**src/rtl/adcif_pkg.sv**
```systemverilog
package adcif_pkg;

  typedef enum logic [2:0] {
    ST_IDLE,
    ST_ADDR,
    ST_AACK,
    ST_RBIT,
    ST_RMACK,
    ST_WBIT,
    ST_WACK,
    ST_SKIP
  } bus_state_t;

  typedef struct packed {
    logic scl_rise;
    logic scl_fall;
    logic start;
    logic stop;
    logic sda;
  } bus_evt_t;

endpackage

```
**src/rtl/adcif_line_filter.sv**
```systemverilog
module adcif_line_filter #(
  parameter int STAGES = 2
) (
  input  logic clk,
  input  logic rst_n,
  input  logic line_i,
  output logic line_o
);

  // chain[STAGES-1:0] synchronises; chain[STAGES] keeps the previous sample.
  logic [STAGES:0] chain;
  logic            agree;

  always_ff @(posedge clk or negedge rst_n) begin
    if (!rst_n) chain <= '1;
    else        chain <= {chain[STAGES-1:0], line_i};
  end

  // Accept a new level only after two equal consecutive samples.
  assign agree = (chain[STAGES] == chain[STAGES-1]);

  always_ff @(posedge clk or negedge rst_n) begin
    if (!rst_n)     line_o <= 1'b1;
    else if (agree) line_o <= chain[STAGES-1];
  end

endmodule

```
**src/rtl/adcif_bus_monitor.sv**
```systemverilog
module adcif_bus_monitor
  import adcif_pkg::*;
#(
  parameter int STAGES = 2
) (
  input  logic     clk,
  input  logic     rst_n,
  input  logic     scl_i,
  input  logic     sda_i,
  output bus_evt_t ev
);

  localparam int LINES = 2;
  localparam int SCL_IX = 1;
  localparam int SDA_IX = 0;

  logic [LINES-1:0] raw, filt, filt_q;

  assign raw = {scl_i, sda_i};

  generate
    for (genvar g = 0; g < LINES; g++) begin : g_line
      adcif_line_filter #(.STAGES(STAGES)) u_filt (
        .clk    (clk),
        .rst_n  (rst_n),
        .line_i (raw[g]),
        .line_o (filt[g])
      );
    end
  endgenerate

  always_ff @(posedge clk or negedge rst_n) begin
    if (!rst_n) filt_q <= '1;
    else        filt_q <= filt;
  end

  always_comb begin
    ev.scl_rise = filt[SCL_IX] & ~filt_q[SCL_IX];
    ev.scl_fall = ~filt[SCL_IX] & filt_q[SCL_IX];
    ev.start    = filt[SCL_IX] & filt_q[SCL_IX] & filt_q[SDA_IX] & ~filt[SDA_IX];
    ev.stop     = filt[SCL_IX] & filt_q[SCL_IX] & ~filt_q[SDA_IX] & filt[SDA_IX];
    ev.sda      = filt[SDA_IX];
  end

endmodule

```
**src/rtl/adcif_protocol.sv**
```systemverilog
module adcif_protocol
  import adcif_pkg::*;
#(
  parameter int         DATA_W    = 16,
  parameter int         ADDR_W    = 7,
  parameter logic [6:0] ADDR_LOW  = 7'b0010100,
  parameter logic [6:0] ADDR_HIGH = 7'b1010100,
  parameter logic [6:0] ADDR_CALL = 7'b1110111
) (
  input  logic              clk,
  input  logic              rst_n,
  input  bus_evt_t          ev,
  input  logic              addr_sel,
  input  logic              conv_busy,
  input  logic [DATA_W-1:0] result,
  output logic              sda_oe,
  output logic              addr_ack,
  output logic              read_done,
  output logic              stop_seen,
  output logic              cfg_wr,
  output logic              conv_start,
  output logic              cfg_spd,
  output logic              cfg_slp
);

  localparam int          BYTES     = DATA_W / 8;
  localparam int          BYTE_W    = (BYTES > 1) ? $clog2(BYTES) : 1;
  localparam int          FRAME_W   = ADDR_W + 1;
  localparam logic [3:0]  BITS_DONE = 4'(FRAME_W);
  localparam logic [3:0]  SLOT_DONE = 4'(FRAME_W + 1);
  localparam logic [BYTE_W-1:0] LAST_BYTE = BYTE_W'(BYTES - 1);

  bus_state_t          st_q, st_d;
  logic [3:0]          cnt_q, cnt_d;
  logic [FRAME_W-1:0]  sh_q, sh_d;
  logic [DATA_W-1:0]   dsh_q, dsh_d;
  logic [BYTE_W-1:0]   byte_q, byte_d;
  logic                oe_d, rd_pend_q, rd_pend_d, sel_pend_q, sel_pend_d;
  logic                spd_d, slp_d;
  logic                ack_d, done_d, stop_d, cfg_d, conv_d;
  logic [ADDR_W-1:0]   dev_addr;
  logic                own_hit, call_hit, addr_hit, nib_ok;

  assign dev_addr = addr_sel ? ADDR_HIGH : ADDR_LOW;
  assign own_hit  = (sh_q[FRAME_W-1:1] == dev_addr);
  assign call_hit = (sh_q[FRAME_W-1:1] == ADDR_CALL) && !sh_q[0];
  assign addr_hit = (own_hit || call_hit) && !conv_busy;
  // Guard bits: first bit must be 1, second bit must be 0.
  assign nib_ok   = sh_q[FRAME_W-1] && !sh_q[FRAME_W-2];

  always_comb begin
    st_d       = st_q;
    cnt_d      = cnt_q;
    sh_d       = sh_q;
    dsh_d      = dsh_q;
    byte_d     = byte_q;
    oe_d       = sda_oe;
    rd_pend_d  = rd_pend_q;
    sel_pend_d = sel_pend_q;
    spd_d      = cfg_spd;
    slp_d      = cfg_slp;
    ack_d      = 1'b0;
    done_d     = 1'b0;
    stop_d     = 1'b0;
    cfg_d      = 1'b0;
    conv_d     = 1'b0;

    if (ev.stop) begin
      st_d       = ST_IDLE;
      oe_d       = 1'b0;
      stop_d     = sel_pend_q;
      conv_d     = rd_pend_q;
      rd_pend_d  = 1'b0;
      sel_pend_d = 1'b0;
    end else if (ev.start) begin
      st_d  = ST_ADDR;
      cnt_d = '0;
      oe_d  = 1'b0;
    end else begin
      case (st_q)
        ST_ADDR: begin
          if (ev.scl_rise) begin
            sh_d  = {sh_q[FRAME_W-2:0], ev.sda};
            cnt_d = cnt_q + 4'd1;
          end else if (ev.scl_fall && cnt_q == BITS_DONE) begin
            if (addr_hit) begin
              st_d = ST_AACK;
              oe_d = 1'b1;
            end else begin
              st_d = ST_SKIP;
            end
          end
        end
        ST_AACK: begin
          if (ev.scl_rise) begin
            cnt_d      = SLOT_DONE;
            ack_d      = 1'b1;
            sel_pend_d = 1'b1;
            rd_pend_d  = sh_q[0] | rd_pend_q;
          end else if (ev.scl_fall && cnt_q == SLOT_DONE) begin
            cnt_d = '0;
            if (sh_q[0]) begin
              st_d   = ST_RBIT;
              dsh_d  = result;
              oe_d   = ~result[DATA_W-1];
              byte_d = '0;
            end else begin
              st_d = ST_WBIT;
              oe_d = 1'b0;
            end
          end
        end
        ST_RBIT: begin
          if (ev.scl_rise) begin
            cnt_d = cnt_q + 4'd1;
          end else if (ev.scl_fall) begin
            if (cnt_q == BITS_DONE) begin
              st_d = ST_RMACK;
              oe_d = 1'b0;
            end else if (cnt_q != 4'd0) begin
              dsh_d = {dsh_q[DATA_W-2:0], 1'b0};
              oe_d  = ~dsh_q[DATA_W-2];
            end
          end
        end
        ST_RMACK: begin
          if (ev.scl_rise) begin
            cnt_d = SLOT_DONE;
            if (byte_q == LAST_BYTE) begin
              st_d      = ST_SKIP;
              done_d    = 1'b1;
              conv_d    = 1'b1;
              rd_pend_d = 1'b0;
            end else begin
              byte_d = byte_q + BYTE_W'(1);
            end
          end else if (ev.scl_fall && cnt_q == SLOT_DONE) begin
            st_d  = ST_RBIT;
            cnt_d = '0;
            dsh_d = {dsh_q[DATA_W-2:0], 1'b0};
            oe_d  = ~dsh_q[DATA_W-2];
          end
        end
        ST_WBIT: begin
          if (ev.scl_rise) begin
            sh_d  = {sh_q[FRAME_W-2:0], ev.sda};
            cnt_d = cnt_q + 4'd1;
          end else if (ev.scl_fall && cnt_q == BITS_DONE) begin
            st_d = ST_WACK;
            oe_d = 1'b1;
            if (nib_ok) begin
              spd_d = sh_q[FRAME_W-3];
              slp_d = sh_q[FRAME_W-4];
              cfg_d = 1'b1;
            end
          end
        end
        ST_WACK: begin
          if (ev.scl_rise) begin
            cnt_d = SLOT_DONE;
          end else if (ev.scl_fall && cnt_q == SLOT_DONE) begin
            st_d = ST_SKIP;
            oe_d = 1'b0;
          end
        end
        default: ;
      endcase
    end
  end

  always_ff @(posedge clk or negedge rst_n) begin
    if (!rst_n) begin
      st_q       <= ST_IDLE;
      cnt_q      <= '0;
      sh_q       <= '0;
      dsh_q      <= '0;
      byte_q     <= '0;
      sda_oe     <= 1'b0;
      rd_pend_q  <= 1'b0;
      sel_pend_q <= 1'b0;
      cfg_spd    <= 1'b0;
      cfg_slp    <= 1'b0;
      addr_ack   <= 1'b0;
      read_done  <= 1'b0;
      stop_seen  <= 1'b0;
      cfg_wr     <= 1'b0;
      conv_start <= 1'b0;
    end else begin
      st_q       <= st_d;
      cnt_q      <= cnt_d;
      sh_q       <= sh_d;
      dsh_q      <= dsh_d;
      byte_q     <= byte_d;
      sda_oe     <= oe_d;
      rd_pend_q  <= rd_pend_d;
      sel_pend_q <= sel_pend_d;
      cfg_spd    <= spd_d;
      cfg_slp    <= slp_d;
      addr_ack   <= ack_d;
      read_done  <= done_d;
      stop_seen  <= stop_d;
      cfg_wr     <= cfg_d;
      conv_start <= conv_d;
    end
  end

  // a STOP leaves the bus released and the engine idle.
  a_r1_stop_releases: assert property (@(posedge clk) disable iff (!rst_n)
    ev.stop |=> (!sda_oe && st_q == ST_IDLE));

  // the drive enable moves only after a filtered SCL fall or a bus condition.
  a_r4_oe_moves_low_phase: assert property (@(posedge clk) disable iff (!rst_n)
    (sda_oe != $past(sda_oe)) |-> $past(ev.scl_fall || ev.start || ev.stop));

  // a busy converter means no acknowledge drive after the address byte.
  a_r3_busy_nak: assert property (@(posedge clk) disable iff (!rst_n)
    (st_q == ST_ADDR && ev.scl_fall && cnt_q == BITS_DONE && conv_busy
     && !ev.start && !ev.stop) |=> !sda_oe);

  // every conversion request has a completed read or a STOP behind it.
  a_r5_conv_cause: assert property (@(posedge clk) disable iff (!rst_n)
    conv_start |-> (read_done || stop_seen));

  // applied settings move only together with a configuration pulse.
  a_r8_cfg_hold: assert property (@(posedge clk) disable iff (!rst_n)
    !cfg_wr |-> ({cfg_spd, cfg_slp} == $past({cfg_spd, cfg_slp})));

endmodule

```
**src/rtl/adc_readout_i2c.sv**
```systemverilog
module adc_readout_i2c
  import adcif_pkg::*;
#(
  parameter int DATA_W      = 16,
  parameter int SYNC_STAGES = 2
) (
  input  logic              clk,
  input  logic              rst_n,
  input  logic              scl_i,
  input  logic              sda_i,
  output logic              sda_oe,
  input  logic              addr_sel,
  input  logic              conv_busy,
  input  logic [DATA_W-1:0] result,
  output logic              addr_ack,
  output logic              read_done,
  output logic              stop_seen,
  output logic              cfg_wr,
  output logic              conv_start,
  output logic              cfg_spd,
  output logic              cfg_slp
);

  logic [1:0] rst_pipe;
  logic       rst_core_n;
  bus_evt_t   ev;

  // Reset asserts at once and is released on a clock edge.
  always_ff @(posedge clk or negedge rst_n) begin
    if (!rst_n) rst_pipe <= '0;
    else        rst_pipe <= {rst_pipe[0], 1'b1};
  end
  assign rst_core_n = rst_pipe[1];

  adcif_bus_monitor #(.STAGES(SYNC_STAGES)) u_mon (
    .clk   (clk),
    .rst_n (rst_core_n),
    .scl_i (scl_i),
    .sda_i (sda_i),
    .ev    (ev)
  );

  adcif_protocol #(.DATA_W(DATA_W)) u_proto (
    .clk        (clk),
    .rst_n      (rst_core_n),
    .ev         (ev),
    .addr_sel   (addr_sel),
    .conv_busy  (conv_busy),
    .result     (result),
    .sda_oe     (sda_oe),
    .addr_ack   (addr_ack),
    .read_done  (read_done),
    .stop_seen  (stop_seen),
    .cfg_wr     (cfg_wr),
    .conv_start (conv_start),
    .cfg_spd    (cfg_spd),
    .cfg_slp    (cfg_slp)
  );

endmodule

```
**config.mk**
```make
export PLATFORM = sky130hd
export DESIGN_NAME = adc_readout_i2c
export DESIGN_NICKNAME = d
export VERILOG_FILES = /design/src/rtl/adcif_pkg.sv /design/src/rtl/adcif_line_filter.sv /design/src/rtl/adcif_bus_monitor.sv /design/src/rtl/adcif_protocol.sv /design/src/rtl/adc_readout_i2c.sv
export SDC_FILE = /design/constraint.sdc
export NUM_CORES = 1
export LEC_CHECK = 0
export BUFFER_PORTS_ARGS = -buffer_cell sky130_fd_sc_hd__buf_2
export CAP_MARGIN = 20
export CELL_PAD_IN_SITES_DETAIL_PLACEMENT = 0
export CELL_PAD_IN_SITES_GLOBAL_PLACEMENT = 1
export CORE_MARGIN = 8
export CORE_UTILIZATION = 44
export CTS_BUF_LIST = sky130_fd_sc_hd__clkbuf_4 sky130_fd_sc_hd__clkbuf_8
export DETAILED_ROUTE_END_ITERATION = 7
export PLACE_DENSITY = 0.79
export SYNTH_ARGS = -nofsm -noshare
export SYNTH_HDL_FRONTEND = slang
export SYNTH_SLANG_ARGS = --single-unit
```
**constraint.sdc**
```tcl
create_clock -name clk -period 2.6 [get_ports clk]
set_input_delay 0.52 -clock clk [delete_from_list [all_inputs] [get_ports clk]]
set_output_delay 0.52 -clock clk [all_outputs]
set_load 0.005 [all_outputs]
```
=== Word-level counts from Yosys, hierarchy flattened ===
Cells that the tools add are included.

* Flip-flop bits (word level): 53
* Latch bits: 0
* Bits in writable memories: 0
* Memory bits (read-only): 0
* Bits of input ports: 22
* Output and inout bits: 8
* Logic and storage cells: 203
* Memories: 0

* Add/subtract/negate cells: 2
* $mul: 0
* Div/mod/pow operators: 0
* Magnitude comparators: 0
* Equality and inequality tests: 46
* Shifts and indexed selects: 0
* Mux-type cells: 88
* Bitwise operators: 17
* Reductions and logical operators: 29

{| class="wikitable"
|+ Operator list
! kind !! number
|-
| 15-bit 2-to-1 mux || 9
|-
| 3-bit 2-to-1 mux || 18
|-
| 1-bit 2-to-1 mux || 49
|-
| 15-bit case mux with 3 select lines || 1
|-
| 4-bit by 3-bit != test with 1-bit output, second input constant || 8
|-
| 4-bit != test, second input constant || 6
|-
| 4-bit 2-to-1 mux || 5
|-
| 3-bit case mux with 6 select lines || 1
|-
| 15-bit AND reduction || 1
|-
| 14-bit AND reduction || 1
|-
| 2-bit != test, second input constant || 6
|-
| 4-bit case mux with 3 select lines || 1
|-
| 12-bit AND reduction || 1
|-
| 2-bit by 1-bit != test with 1-bit output, second input constant || 5
|-
| 5-bit by 4-bit != test with 1-bit output, second input constant || 2
|-
| 5-bit AND reduction || 2
|-
| 3-bit equality test, second input constant || 3
|-
| 3-bit != test, second input constant || 3
|-
| 1-bit NOT || 9
|-
| 4-bit equality test, second input constant || 2
|-
| 4-bit nonzero test || 2
|-
| 8-bit nonzero test || 1
|-
| 1-bit bitwise AND || 7
|-
| 7-bit equality test || 1
|-
| other kinds (25) || 38
|}

=== Logic depth before layout (Yosys ltp) ===
Gate-level depths: netlist of run 1.

* Word-level depth: 10
* Depth in mapped cells: 8
* Mapped depth without buffers: 7

=== Cells and area by module ===
From an unflattened synthesis of run 1, not the netlist that was laid out.

* Cells, all modules: 253
* Area, all modules: 2660.1 um2

{| class="wikitable"
|+ By module, submodules not included
! module !! instances !! cells each !! area an instance (um2)
|-
| adcif_protocol || 1 || 233 || 2280.9
|-
| adcif_line_filter || 2 || 5 || 116.4
|-
| adcif_bus_monitor || 1 || 7 || 92.6
|-
| adc_readout_i2c || 1 || 3 || 53.8
|}

=== Worst setup path after synthesis of run 1 ===
OpenSTA, ideal clock, no wires.

* Path kind: register to register
* From: register u_mon.g_line[1].u_filt.line_o
* To: register u_proto.st_q[0]
* Setup time: 0.125 ns
* Data arrival time: 1.763 ns
* Required time: 2.475 ns
* Slack: 0.712 ns
* Stages on the path, launching flop included: 6
* Period minus slack after synthesis: 1.888 ns
* Cells stage by stage: dfstp_2 -> nand2b_1 -> nor3b_4 -> a21oi_1 -> a31oi_1 -> mux2_2

* Cells in the longest elaborated chain, start to end: 5

{| class="wikitable"
|+ Ends and longest elaborated chain
! what !! line !! source
|-
| start, declared || adcif_line_filter.sv:7 || <nowiki>output logic line_o</nowiki>
|-
| start signal, assigned || adcif_line_filter.sv:24 || <nowiki>else if (agree) line_o <= chain[STAGES-1];</nowiki>
|-
| 1-bit bitwise AND, or another cell as far along || adcif_bus_monitor.sv:40, adcif_bus_monitor.sv:41 ||
|-
| 1-bit bitwise AND, or another cell as far along (2 in series) || adcif_bus_monitor.sv:41 || <nowiki>ev.stop = filt[SCL_IX] & filt_q[SCL_IX] & ~filt_q[SDA_IX] & filt[SDA_IX];</nowiki>
|-
| 5-bit by 4-bit != test with 1-bit output (no source line), or another cell as far along || -- ||
|-
| 14-bit AND reduction (no source line) / 3-bit 2-to-1 mux (equally long branches) || -- ||
|-
| end signal, assigned || adcif_protocol.sv:189 || <nowiki>st_q <= st_d;</nowiki>
|-
| end, declared || adcif_protocol.sv:33 || <nowiki>bus_state_t st_q, st_d;</nowiki>
|}

Several ways; a longest one is shown, not always the timed one.
A chain may end at the register's enable or synchronous reset.

=== Final worst setup path of run 1 ===
* From: register u_proto.st_q[0]
* To: register u_proto.st_q[0]

* Cells in the longest elaborated chain, start to end: 4

{| class="wikitable"
|+ Ends and longest elaborated chain
! what !! line !! source
|-
| 3-bit equality test, or another cell as far along || adcif_protocol.sv:80 || <nowiki>case (st_q)</nowiki>
|-
| 3-bit case mux with 6 select lines || adcif_protocol.sv:80 ||
|-
| 3-bit 2-to-1 mux || adcif_protocol.sv:75 || <nowiki>end else if (ev.start) begin</nowiki>
|-
| 3-bit 2-to-1 mux || adcif_protocol.sv:68 || <nowiki>if (ev.stop) begin</nowiki>
|}

Several ways; a longest one is shown, not always the timed one.

==> qor.csv, run 1 <==
metric,value,unit
post-synthesis compound-gate area fraction,15.0,%
Detailed Routing Iterations Pass 1,4,
part of the total power dissipated in sequential elements,41.4,%
type of the most critical hold path,flip-flop to asynchronous set/reset pin,
effective utilization at floorplan,44.8,%
library cell used as clock root buffer,clkbuf_8,
Yosys top cell area share,41.1,%
Critical R2R Capture,u_proto.st_q[0],
delay of the slowest cell on the worst path,860,ps
mux share of post-synthesis cell area,10.5,%
combinational group share of total power,39.5,%
count of final max-slew check failures,0,
"Period Utilization, post-route",86.2,%
Worst Max-Slew Pin Slew,784,ps
relative contribution of the clock network to total power,19.2,%
Antenna Cells,0,
net count of the mapped netlist,274,
Final Setup Violations,0,
core footprint,5850,um^2
Post-Synthesis Mean Instance Area,10.5,um^2
final wirelength,5.33,mm
crit-path most repeated cell,a31oi_1,
final critical-path required period,2240,ps
post-route ant nets,0,
number of antenna violations at the first check in global routing,0,
"Worst Path Class, Setup",flip-flop to flip-flop,
slew margin rel.,47.7,%
area added between synthesis and finish,14.9,%
area post-placement,2870,um^2
maxcap violations,0,
clk buf depth,2,
largest net degree at the start of global routing,31,
unrepaired setup endpoints after global routing,no,
Synthesis Warnings,0,
global routing usage summed across all routing layers,13.2,%
register-to-register setup slack,360,ps
fraction of registers with async set/reset,100,%
largest area contributor in the netlist,dfrtp_1,
global route total overflow,0,
last weighted congestion value of the routability-driven placer,0.845,
crit start category,flip-flop,
Die X,93.2,um
worst-case clock skew,5.06,ps
worst reg2reg path startpoint,u_proto.st_q[0],
area enclosed by the die boundary,8680,um^2
routed wire length per instance,14.9,um
number of global-route vias before repair,1956,
count of mapped cells out of synthesis,249,
Final HPWL DP,3.88,mm
highest-delay cell along the critical path,dfrtp_1,
combined flip-flop and latch cell area,1340,um^2
internal power consumption,2100,uW
share of post-route cells with drive strength above 1,27.2,%
post-CTS setup buffer count,0,
timing-limited maximum frequency,0.446,GHz
critical path capture point type,flip-flop,
CTS tree,done,
post-synthesis adder-cell area fraction,2.20,%
cell family contributing the most delay on the critical path,flip-flops,
number of nets in the final layout,307,
die height,93.2,um
number of buffer and inverter instances along the worst setup path,0,
DRC errors left,0,
count of clock tree sinks,53,
setup TNS,0,ps
sequence of cells on the critical path,nand2_1 -> a211oi_1 -> a31oi_1 -> a31oi_1 -> mux2_2,
status,"finished, final reports clean",
CTS Buf Count,5,
"EDFF count, synth",0,
primary flip-flop cell chosen by synthesis mapping,dfrtp_1,
wire length of the first global-routing pass,9.32,mm
arrival time at the worst endpoint,2430,ps
Net Switching,1250,uW
count of cell types in the netlist,48,
Clock Latency Late Sink,300,ps
fraction of synthesized cell area in xor and xnor cells,0,%
switching share of power,37.3,%
post-route design area,3010,um^2
share of the yosys chip area belonging to registers,51.1,%
cell types occupying the most area after synthesis,"dfrtp_1 41%, dfstp_2 10%, mux2i_1 5.7%",
post-synthesis instance area,2620,um^2
FP Rows,28,
"Data required, critical path",2790,ps
footprint of the multi-input gates,1200,um^2
clock-pin slew on the worst setup and hold paths,90,ps
maximum net fanout on the critical path,26,
largest family of logic cells by synthesized area,simple AND/OR/NAND/NOR gates,
R2R cell count,5,
Peak supply drop,0.000486,V
Via density,5.30,
CTS H-tree depth,2,
Leak Pwr,0.00135,uW
register bit count reported by yosys,53,
DR vias,1898,
simple-gate share of the synthesized area,17.8,%
number of top-level pins,30,
Hold Fails Final Rpt,0,
pwr/cell area,1110,nW/um^2
final-layout fill cell count,530,
detailed router's first-iteration violation count,129,
number of buffer cells added on primary ports,29,
[worst reg2reg max path: stages (launching register included)]
cell and delay [ps]:
dfrtp_1 860, nand2_1 260, a211oi_1 310, a31oi_1 130, a31oi_1 230, mux2_2 350
[cell usage in the layout (no fill, tap or decap), drive strengths merged, types with 3 or more instances in the layout]
cell / n
a211oi: 4
a21oi: 12
a31oi: 6
and3: 3
buf: 37
clkbuf: 5
dfrtp: 43
dfstp: 10
ha: 3
inv: 7
mux2: 11
mux2i: 15
nand2: 28
nand2b: 11
nand3: 4
nor2: 15
nor2b: 3
nor3: 6
o21ai: 21
o21bai: 3
o22ai: 4
or3: 3
[power groups by stage]
stage	Sequential [uW]	Clock, uW	Combinational [uW]
after CTS	1380	658	1330
after detailed placement	1400	0	1320
final	1390	642	1320
after global routing	1430	704	1500
after floorplan	1270	0	1140
after global placement	1380	0	1300
[state kept, by name (all words and copies together), names as in the netlist]
register                    flops
rst_pipe                        2
u_mon.filt_q                    2
u_mon.g_line.u_filt.chain       6
u_mon.g_line.u_filt.line_o      2
u_proto.addr_ack                1
u_proto.byte_q                  1
u_proto.cfg_slp                 1
u_proto.cfg_spd                 1
u_proto.cfg_wr                  1
u_proto.cnt_q                   4
u_proto.conv_start              1
u_proto.dsh_q                  15
u_proto.rd_pend_q               1
u_proto.read_done               1
u_proto.sda_oe                  1
u_proto.sel_pend_q              1
u_proto.sh_q                    8
u_proto.st_q                    3
u_proto.stop_seen               1
[per-layer routing]
layer | vias up | GRT usage (%) | share of wire [%]
met5 | - | 0 | 0
met3 | 10 | 3.04 | 3.2
li1 | 951 | - | -
met1 | 902 | 18.0 | 48
met2 | 35 | 19.9 | 47
met4 | 0 | 4.70 | 1.8
[through the flow]
stage	std cells	total power, uW	hold slack, ps	worst slack [ps]	utilization (%)
floorplan	249	2410	224	712	-
global placement	349	2690	305	502	49.0
detailed placement	349	2720	307	483	49.0
CTS	358	3370	300	413	51.4
global route	358	3640	288	141	51.4
finish	358	3350	292	360	51.4
[synthesized netlist by cell type, types with 4 or more instances]
master,n
a31oi_1,6
nand3_1,4
dfstp_2,10
mux2i_1,15
dfrtp_1,43
nand2b_1,11
mux2_2,11
nor2_1,15
inv_1,7
clkbuf_1,5
nor3_1,6
a211oi_1,4
a21oi_1,12
nand2_1,28
o21ai_0,21
[logic make-up (layout without fill, tap and decap cells)]
kind of cell,count (synthesis),in the layout
other,1,1
AOI/OAI and AO/OA,60,60
adders and majority gates,5,5
muxes,26,26
buffers and inverters,19,53
and+or+nand+nor,85,85
DFF,53,53
[worst max path at each step]
stage / from / endpoint / slack (ps) / cells after the start
floorplan: u_mon.g_line[1].u_filt.line_o / u_proto.st_q[0] / 710 / 5
global placement: u_proto.st_q[0] / u_proto.st_q[0] / 500 / 5
detailed placement: u_proto.st_q[0] / u_proto.st_q[0] / 480 / 5
CTS: u_proto.st_q[0] / u_proto.st_q[0] / 410 / 5
global route: u_proto.st_q[0] / u_proto.st_q[0] / 140 / 5
finish: u_proto.st_q[0] / u_proto.st_q[0] / 360 / 5
[layout make-up]
class	count	area share (%)
Sequential cell	53	44.5
Multi-Input combinational cell	177	39.9
Timing Repair Buffer	38	7.15
Tap cell	75	3.12
Clock buffer	5	2.29
Clock inverter	3	2.16
Inverter	7	0.873
[timing repair]
item / 4_1_cts / 5_1_grt
setup endpoints to repair: 0 / 0
hold buffers: 1 / 0
gates resized for setup: 0 / 0
hold endpoints to repair: 2 / 0
(Power assumes the default switching activity.)
==> run 2, diff against run 1 <==
PLACE_DENSITY = unset   (was 0.79)
PLACE_DENSITY_LB_ADDON = 0.3   (was unset)
==> qor.csv, run 2 (synthesis gave the netlist of run 1 again) <==
metric,value,unit
status,"finished, final reports clean",
Antenna Cells,0,
combinational group share of total power,39.8,%
number of buffer and inverter instances along the worst setup path,0,
highest-delay cell along the critical path,dfrtp_1,
Leak Pwr,0.00133,uW
Die X,93.2,um
global routing usage summed across all routing layers,12.8,%
hold_sp,sda_i,
crit-path most repeated cell,a31oi_1,
number of buffer cells added on primary ports,29,
slew margin rel.,46.5,%
"Data required, critical path",2800,ps
area post-placement,2850,um^2
CTS H-tree depth,2,
maximum net fanout on the critical path,26,
Peak supply drop,0.000426,V
worst-case hold path end point,u_mon.g_line[0].u_filt.chain[0],
post-route ant nets,0,
Clock Latency Late Sink,300,ps
effective utilization at floorplan,44.8,%
global route total overflow,0,
Net Switching,1250,uW
number of global-route vias before repair,1938,
final critical-path required period,2180,ps
Largest register FFs,15,
cell family contributing the most delay on the critical path,flip-flops,
internal power consumption,2020,uW
worst slack at placement,485,ps
maxcap violations,0,
least setup slack across all paths after layout,418,ps
clk buf depth,2,
DR vias,1897,
"leading cell type in the layout, fill and taps excluded",dfrtp_1,
die height,93.2,um
most frequent cells in the layout,"42 x dfrtp_1, 29 x buf_2, 28 x nand2_1",
CTS tree,done,
crit start category,flip-flop,
final wirelength,5.28,mm
routed wire length per instance,14.8,um
number of cells in the design after placement,347,
sequence of cells on the critical path,nand2_1 -> a211oi_1 -> a31oi_1 -> a31oi_1 -> mux2_2,
relative contribution of the clock network to total power,17.7,%
largest net degree at the start of global routing,52,
detailed router's first-iteration violation count,91,
area enclosed by the die boundary,8680,um^2
count of final max-slew check failures,0,
post-CTS setup buffer count,0,
post-route design area,2980,um^2
part of the total power dissipated in sequential elements,42.6,%
DRC errors left,0,
switching share of power,38.2,%
number of top-level pins,30,
Hold Fails Final Rpt,0,
utilization of the core after routing,50.9,%
Final HPWL DP,3.79,mm
register-to-register setup slack,420,ps
final-layout fill cell count,537,
Top Registers,"u_proto.dsh_q x15, u_proto.sh_q x8, u_mon.g_line.u_filt.chain x6",
Final Setup Violations,0,
"Worst Path Class, Setup",flip-flop to flip-flop,
Critical R2R Capture,u_proto.st_q[0],
timing-limited maximum frequency,0.458,GHz
Detailed Routing Iterations Pass 1,4,
clock-pin slew on the worst setup and hold paths,90,ps
core footprint,5850,um^2
FP Rows,28,
last weighted congestion value of the routability-driven placer,0.910,
footprint of the multi-input gates,1200,um^2
CTS Buf Count,5,
Worst Max-Slew Pin Slew,802,ps
type of the most critical hold path,input pin to flip-flop,
pwr/cell area,1100,nW/um^2
number of nets in the final layout,305,
critical path capture point type,flip-flop,
Via density,5.33,
library cell used as clock root buffer,clkbuf_8,
post-route non-filler standard cell count,356,
CTS resizes,0,
number of cells on the worst hold path,1,
number of antenna violations at the first check in global routing,0,
delay of the slowest cell on the worst path,870,ps
"Period Utilization, post-route",83.9,%
start point of the critical path,u_proto.st_q[0],
R2R cell count,5,
area added between synthesis and finish,13.8,%
Largest Register,u_proto.dsh_q,
# hold bufs at CTS,1,
share of post-route cells with drive strength above 1,26.7,%
worst reg2reg path startpoint,u_proto.st_q[0],
combined flip-flop and latch cell area,1340,um^2
count of clock tree sinks,53,
wire length of the first global-routing pass,8.94,mm
arrival time at the worst endpoint,2380,ps
setup TNS,0,ps
"logic depth of the worst path, buffers included",5,
unrepaired setup endpoints after global routing,no,
worst-case clock skew,6.54,ps
-- run 2: through the flow --
step	total power, uW	hold slack, ps
after detailed placement	2710	308
after global placement	2690	305
final	3270	305
after CTS	3300	292
after global routing	3530	288
after floorplan	2410	224
-- run 2: worst max-delay path by stage --
stage | slack [ps] | end
after floorplan | 710 | u_proto.st_q[0]
after detailed placement | 490 | u_proto.st_q[0]
final | 420 | u_proto.st_q[0]
after global routing | 300 | u_proto.st_q[0]
after global placement | 510 | u_proto.st_q[0]
after CTS | 450 | u_proto.st_q[0]
-- run 2: power by group through the flow --
stage | Clock, uW | Combinational (uW) | Sequential [uW]
after floorplan | 0 | 1140 | 1270
after global placement | 0 | 1290 | 1400
after detailed placement | 0 | 1310 | 1400
after CTS | 599 | 1310 | 1390
after global routing | 628 | 1470 | 1440
final | 577 | 1300 | 1390
-- run 2: area by class of cell --
cell class,count,share of cell area [%]
clock inverters,2,1.26
well taps,75,3.15
repair buffers,36,6.72
multi-input cells,177,40.3
clock buffers,6,2.77
inverters,7,0.882
flip-flops and latches,53,45.0
-- run 2: layer usage --
metal  track usage, %  part of all wire [%]
met4             6.17                   2.7
met2             20.5                    46
met3             3.04                   3.5
met5                0                     0
met1             15.9                    48
